`src/rtl/cmul_pkg.sv`:
```
package cmul_pkg;
   typedef enum logic {
      SET_A = 1'b0,
      SET_B = 1'b1
   } coef_set_e;
endpackage

```
`src/rtl/cmul_swap_ctrl.sv`:
```
module cmul_swap_ctrl
   import cmul_pkg::*;
#(
   parameter int WIN_CYC = 2
) (
   input  logic       clk,
   input  logic       rst_n,
   input  logic       sw_req,
   input  logic       sw_to,
   output logic       busy,
   output coef_set_e  act,
   output logic [1:0] coef_on
);
   localparam int CNT_W = (WIN_CYC < 2) ? 1 : $clog2(WIN_CYC);

   initial begin
      if (WIN_CYC < 1) $error("WIN_CYC must be at least 1");
   end

   logic [CNT_W-1:0] cnt_q;
   coef_set_e        tgt_q;

   always_ff @(posedge clk or negedge rst_n) begin
      if (!rst_n) begin
         busy  <= 1'b0;
         cnt_q <= '0;
         act   <= SET_A;
         tgt_q <= SET_A;
      end else if (busy) begin
         if (cnt_q == '0) begin
            busy <= 1'b0;
            act  <= tgt_q;
         end else begin
            cnt_q <= cnt_q - 1'b1;
         end
      end else if (sw_req && (coef_set_e'(sw_to) != act)) begin
         busy  <= 1'b1;
         cnt_q <= CNT_W'(WIN_CYC - 1);
         tgt_q <= coef_set_e'(sw_to);
      end
   end

   assign coef_on[0] = !busy && (act == SET_A);
   assign coef_on[1] = !busy && (act == SET_B);

   // the target and window are not disturbed by requests inside a window
   a_r5_window_ignores_req: assert property (@(posedge clk) disable iff (!rst_n)
      busy |=> (busy && $stable(tgt_q)) || (!busy && act == $past(tgt_q)));

   // a request for the active set opens no window
   a_r6_same_set_no_window: assert property (@(posedge clk) disable iff (!rst_n)
      (!busy && sw_req && sw_to == act) |=> !busy && $stable(act));

   // status is never ambiguous
   a_r4_status_onehot0: assert property (@(posedge clk) disable iff (!rst_n)
      $onehot0(coef_on));
endmodule

```
`src/rtl/cmul_const_mul.sv`:
```
module cmul_const_mul #(
   parameter int IN_W  = 8,
   parameter int CW    = 5,
   parameter int PW    = 13,
   parameter int K_A   = 15,
   parameter int K_B   = 10,
   parameter int STYLE = 1
) (
   input  logic signed [IN_W-1:0] x,
   input  logic                   sel,
   output logic signed [PW-1:0]   p
);
   localparam logic signed [PW-1:0] KA = PW'(K_A);
   localparam logic signed [PW-1:0] KB = PW'(K_B);

   initial begin
      if (PW < IN_W + CW) $error("product width too small");
      if (STYLE == 1 && (K_A < 0 || K_B < 0)) $error("shift-add needs non-negative constants");
   end

   logic signed [PW-1:0] xe;
   assign xe = PW'(x);

   generate
      if (STYLE == 0) begin : g_mul
         assign p = sel ? (xe * KB) : (xe * KA);
      end else begin : g_shift_add
         logic signed [PW-1:0] k;
         assign k = sel ? KB : KA;
         always_comb begin
            p = '0;
            for (int b = 0; b < CW - 1; b++) begin
               if (k[b]) p = p + (xe <<< b);
            end
         end
      end
   endgenerate
endmodule

```
`src/rtl/cplx_coef_mul.sv`:
```
module cplx_coef_mul
   import cmul_pkg::*;
#(
   parameter int IN_W      = 8,
   parameter int OUT_W     = 18,
   parameter int CW        = 5,
   parameter int COEF_A_RE = 15,
   parameter int COEF_A_IM = 14,
   parameter int COEF_B_RE = 10,
   parameter int COEF_B_IM = 12,
   parameter int WIN_CYC   = 2,
   parameter int MUL_STYLE = 1
) (
   input  logic             clk,
   input  logic             rst_n,
   input  logic             ce,
   input  logic [IN_W-1:0]  x_real,
   input  logic [IN_W-1:0]  x_imag,
   input  logic             sw_req,
   input  logic             sw_to,
   output logic [OUT_W-1:0] p_real,
   output logic [OUT_W-1:0] p_imag,
   output logic             p_valid,
   output logic [1:0]       coef_on
);
   localparam int PW   = IN_W + CW;
   localparam int KMAX = (1 << (CW - 1)) - 1;

   initial begin
      if (OUT_W < PW + 1) $error("OUT_W too narrow for the sum");
      if (COEF_A_RE > KMAX || COEF_A_IM > KMAX || COEF_B_RE > KMAX || COEF_B_IM > KMAX)
         $error("constant exceeds CW");
      if (MUL_STYLE != 0 && MUL_STYLE != 1) $error("MUL_STYLE must be 0 or 1");
   end

   logic      busy;
   coef_set_e act;

   cmul_swap_ctrl #(.WIN_CYC(WIN_CYC)) ctrl_i (
      .clk(clk), .rst_n(rst_n), .sw_req(sw_req), .sw_to(sw_to),
      .busy(busy), .act(act), .coef_on(coef_on)
   );

   // stage 0: input registers
   logic signed [IN_W-1:0] xr_q, xi_q;
   logic                   v0_q, v1_q, v2_q;

   always_ff @(posedge clk or negedge rst_n) begin
      if (!rst_n) begin
         xr_q <= '0;
         xi_q <= '0;
         v0_q <= 1'b0;
      end else if (ce) begin
         xr_q <= signed'(x_real);
         xi_q <= signed'(x_imag);
         v0_q <= 1'b1;
      end
   end

   // stage 1: four constant products (0: re*re, 1: im*im, 2: re*im, 3: im*re)
   logic signed [PW-1:0] prod_c [4];
   logic signed [PW-1:0] prod_q [4];

   generate
      for (genvar g = 0; g < 4; g++) begin : g_prod
         localparam bit USE_IM_X = (g == 1) || (g == 3);
         localparam bit USE_IM_K = (g == 1) || (g == 2);
         cmul_const_mul #(
            .IN_W(IN_W), .CW(CW), .PW(PW),
            .K_A(USE_IM_K ? COEF_A_IM : COEF_A_RE),
            .K_B(USE_IM_K ? COEF_B_IM : COEF_B_RE),
            .STYLE(MUL_STYLE)
         ) mul_i (
            .x(USE_IM_X ? xi_q : xr_q),
            .sel(act == SET_B),
            .p(prod_c[g])
         );
         always_ff @(posedge clk or negedge rst_n) begin
            if (!rst_n)  prod_q[g] <= '0;
            else if (ce) prod_q[g] <= prod_c[g];
         end
      end
   endgenerate

   always_ff @(posedge clk or negedge rst_n) begin
      if (!rst_n)  v1_q <= 1'b0;
      else if (ce) v1_q <= v0_q && !busy;
   end

   // stage 2: combine
   logic signed [OUT_W-1:0] re_q, im_q;

   always_ff @(posedge clk or negedge rst_n) begin
      if (!rst_n) begin
         re_q <= '0;
         im_q <= '0;
         v2_q <= 1'b0;
      end else if (ce) begin
         re_q <= OUT_W'(prod_q[0]) - OUT_W'(prod_q[1]);
         im_q <= OUT_W'(prod_q[2]) + OUT_W'(prod_q[3]);
         v2_q <= v1_q;
      end
   end

   assign p_real  = re_q;
   assign p_imag  = im_q;
   assign p_valid = v2_q;

   // products formed inside a window are tagged invalid
   a_r7_window_marks_invalid: assert property (@(posedge clk) disable iff (!rst_n)
      (ce && busy) |=> !v1_q);

   // the tag moves to the output unchanged
   a_r7_tag_travels: assert property (@(posedge clk) disable iff (!rst_n)
      ce |=> (p_valid == $past(v1_q)));

   // frozen pipeline holds its outputs
   a_r8_hold_when_idle: assert property (@(posedge clk) disable iff (!rst_n)
      !ce |=> $stable(p_real) && $stable(p_imag) && $stable(p_valid));
endmodule

```
`config.mk`:
```
export PLATFORM = sky130hd
export DESIGN_NAME = cplx_coef_mul
export DESIGN_NICKNAME = d
export VERILOG_FILES = /design/src/rtl/cmul_pkg.sv /design/src/rtl/cmul_swap_ctrl.sv /design/src/rtl/cmul_const_mul.sv /design/src/rtl/cplx_coef_mul.sv
export SDC_FILE = /design/constraint.sdc
export NUM_CORES = 1
export LEC_CHECK = 0
export BUFFER_PORTS_ARGS = -buffer_cell sky130_fd_sc_hd__clkbuf_2
export CORE_ASPECT_RATIO = 0.7
export CORE_MARGIN = 4
export CORE_UTILIZATION = 66
export DETAILED_ROUTE_END_ITERATION = 10
export HOLD_SLACK_MARGIN = 0.15
export MAX_ROUTING_LAYER = met4
export PLACE_DENSITY_LB_ADDON = 0.08
export SETUP_SLACK_MARGIN = 0.1
export SLEW_MARGIN = 5
export SYNTH_ARGS = -nofsm -noshare
export SYNTH_HDL_FRONTEND = slang
export SYNTH_SLANG_ARGS = --single-unit
```
`constraint.sdc`:
```
create_clock -name clk -period 7.3 [get_ports clk]
set_input_delay 0.73 -clock clk [delete_from_list [all_inputs] [get_ports clk]]
set_output_delay 0.73 -clock clk [all_outputs]
set_load 0.1 [all_outputs]
```
==> flow_summary_export.csv <==
group,metric,value,unit
timing,tns,0,ns
synth,synthArstFlopShare,1.00,
floorplan,top_level_ports,60,
grt,track_usage,0.293,
worst_setup_path,cp_max_fo,14,
timing,layout_min_cycle_time,5.25,ns
worst_setup_path,critPathLaunchType,"register",
grt,overflow,0,
detailed_routing,drt_pass1_iterations,6,
cts,cts_htree_levels,3,
worst_setup_path,reg2regPathDepth,22,
cts,clk_pin_slew,0.07,ns
timing,finalClockSkew,0.00820,ns
cts,cts_hold_buf,0,
cts,cts_buffers,9,
worst_setup_path,crit_cells,22,
timing,rsz0062_at_grt,"false",
floorplan,die_x,133,um
grt,grtUsageMet3,0.0575,
grt,grt_pass1_vias,5582,
timing,fin_crit_sh,0.719,
detailed_routing,drc,0,
worst_setup_path,slowest_delay,0.47,ns
grt,grt_pass1_wl,28.6,mm
worst_setup_path,crit_start,"ctrl_i.act",
cts,clockBufferDepth,2,
cts,clk_latency,0.35,ns
worst_setup_path,r2r-end,"prod_q[51]",
timing,worstMarginPinSlew,0.904,ns
timing,hold_violations,0,
worst_setup_path,critPathKind,"register to register",
final_layout,area_growth,8.73,%
worst_setup_path,timing.reg2reg.setup_slack,2.05,ns
place,place_congestion,1.04,
cts,cts_setup_buffers,0,
final_layout,nNetsFinal,894,
worst_setup_path,required,7.49,ns
detailed_routing,wl_per_cell,18.5,um
floorplan,core,0.0105,mm2
detailed_routing,wirelength,17.1,mm
worst_setup_path,crit_family,"compound AO/OA/AOI/OAI gates",
detailed_routing,vias_per_cell,6.23,
final_layout,fin_cells,925,
floorplan,start_util,0.686,
worst_hold_path,hp-class,"input port to async pin",
timing,setup_viol,0,
detailed_routing,vias,5766,
timing,slew_headroom,0.398,
detailed_routing,ant_nets,0,
timing,max_freq,0.191,GHz
synth,syn-cell-area,0.00718,mm2
grt,grt_max_degree,73,
cts,cts_tree,"done",
cts,cts_root_buffer,"clkbuf_16",
worst_setup_path,worstPathCellList,"inv_1 > nand2_1 > fa_1 > nor2b_1 > o21ai_1 > a21boi_1 > o21ai_1 > a21boi_1 > nor2_1 > ha_1 > o21ai_0 > nand2b_1 > nand2_1 > xor2_1 > o32ai_1 > ha_1 > a21oi_1 > inv_1 > o41ai_2 > o21ai_0 > xnor2_1 > a21oi_1",
cts,clock_sinks,97,
synth,synth_edf_count,0,
timing,drv_slew,0,
synth,syn_area_per_cell,9.60,um2
place,dp_cells,909,
synth,syn_nets,854,
worst_setup_path,crit_arrival,5.44,ns
grt,antenna_found_initial,0,
floorplan,die_height,95.3,um
floorplan,dieArea,0.0126,mm2
synth,ys_seq_area_frac,0.338,
cts,post_cts_resize_count,0,
flow_run,cap_violations,0,
worst_setup_path,slowest_stage,"inv_1",
final_layout,antenna_cells,0,
detailed_routing,drtIter0Drc,424,
grt,grtUsageMet2,0.460,
place,numPortBuffers,59,
floorplan,num_rows,31,
synth,syn-instance-count,748,
outcome,status,"completed",
place,hpwl,13.0,mm
final_layout,drive_above_1_share,0.185,
final_layout,nFillCells,765,
worst_setup_path,regToRegStartpoint,"ctrl_i.act",
synth,yosys_warnings,0,
worst_setup_path,critPathCaptureType,"register",
grt,use_met1,0.405,
grt,busiest_layer,"met2",
worst_setup_path,critical_path_buf_inv_count,2,
synth,yosysUniqueCellTypes,63,
synth,synth_seq_cells,97,
synth,synth_ff_type,"dfrtp_1",
[state kept, by name, indices dropped and copies added, names as in the netlist]
signal and count:
prod_q 46, p_imag 14, p_real 14, xi_q 8, xr_q 8, ctrl_i.act 1, ctrl_i.busy 1, ctrl_i.cnt_q 1
ctrl_i.tgt_q 1, p_valid 1, v0_q 1, v1_q 1
[cell type report]
| cell class | count | area, um2 | share of cell area |
|---|---|---|---|
| Clock inverter | 6 | 56.3 | 0.00721 |
| Timing Repair Buffer | 62 | 323 | 0.0413 |
| Sequential cell | 97 | 2430 | 0.311 |
| Multi-Input combinational cell | 575 | 4440 | 0.568 |
| Tap cell | 132 | 165 | 0.0211 |
| Clock buffer | 10 | 239 | 0.0306 |
| Inverter | 43 | 161 | 0.0207 |
[logic make-up after synthesis]
| kind of cell | Yosys count | share of synthesized area |
|---|---|---|
| muxes | 63 | 0.0977 |
| AOI/OAI and AO/OA | 199 | 0.181 |
| adders and majority gates | 85 | 0.156 |
| DFF | 97 | 0.338 |
| xor gates and xnor gates | 54 | 0.0658 |
| buffers and inverters | 76 | 0.0442 |
| and+or+nand+nor | 174 | 0.117 |
[cell usage after synthesis (all sizes together) (7+ instances only)]
library cell,n,area [um2]
o21bai,8,60.1
clkbuf,17,63.8
xnor2,36,315
nor3,14,70.1
dfrtp,97,2430
nand2,52,195
nor2,46,173
a21oi,43,215
o21ai,62,310
mux2,57,642
a21o,20,150
xor2,18,158
nand3,7,40.0
a211oi,10,75.1
buf,16,92.6
ha,77,963
nor2b,21,131
inv,43,161
fa,8,160
[cells in the final DEF, fill, tap and decap left out, types with 4 or more instances in the layout]
master	Yosys	layout
nand2_1	52	52
nand2b_1	4	4
nor2_1	46	46
or3_1	4	4
a21boi_1	5	5
o31ai_1	4	4
o21a_1	4	4
o211ai_1	6	6
fa_1	8	8
nand3_1	6	6
clkbuf_16	0	9
and2_1	5	5
buf_4	8	5
o21bai_1	8	8
ha_1	77	77
nand4_1	6	6
xnor2_1	36	36
clkbuf_2	0	57
o21ai_1	24	24
o21ai_0	38	38
a211oi_1	10	10
nor3_1	14	14
inv_1	43	43
a31oi_1	5	5
mux2_2	57	57
dfrtp_1	97	97
a21oi_1	43	43
mux2i_1	6	6
a31o_2	4	4
nor2b_1	21	21
xor2_1	18	18
a21o_1	20	20
and3_1	5	5
[through the flow]
stage / area, um2 / hold slack (ns) / util / setup WS, ns
CTS: 7810 / 0.274 / 0.746 / 2.16
detailed placement: 7520 / 0.478 / 0.718 / 2.19
floorplan: 7180 / 0.434 / - / 2.58
global route: 7810 / 0.282 / 0.746 / 1.63
finish: 7810 / 0.264 / 0.746 / 2.05
global placement: 7520 / 0.454 / 0.718 / 2.39
[how the worst max path moves through the flow]
stage / endpoint / slack [ns]
3_3_place_gp: prod_q[12] / 2.39
2_1_floorplan: prod_q[51] / 2.58
4_1_cts: prod_q[51] / 2.16
5_1_grt: prod_q[51] / 1.63
3_5_place_dp: prod_q[51] / 2.19
6_report: prod_q[51] / 2.05
[layer usage]
layer  part of all wire  vias to the layer above  routed length, um
li1                   -                     2746                  -
met1               0.48                     2807               8270
met2               0.44                      199               7530
met3              0.070                       14               1200
met4             0.0087                        0                149
met5                  0                        -                  0
Power is not shown: default switching activity piles up to over one toggle a cycle in this logic, so the estimate is an artifact.
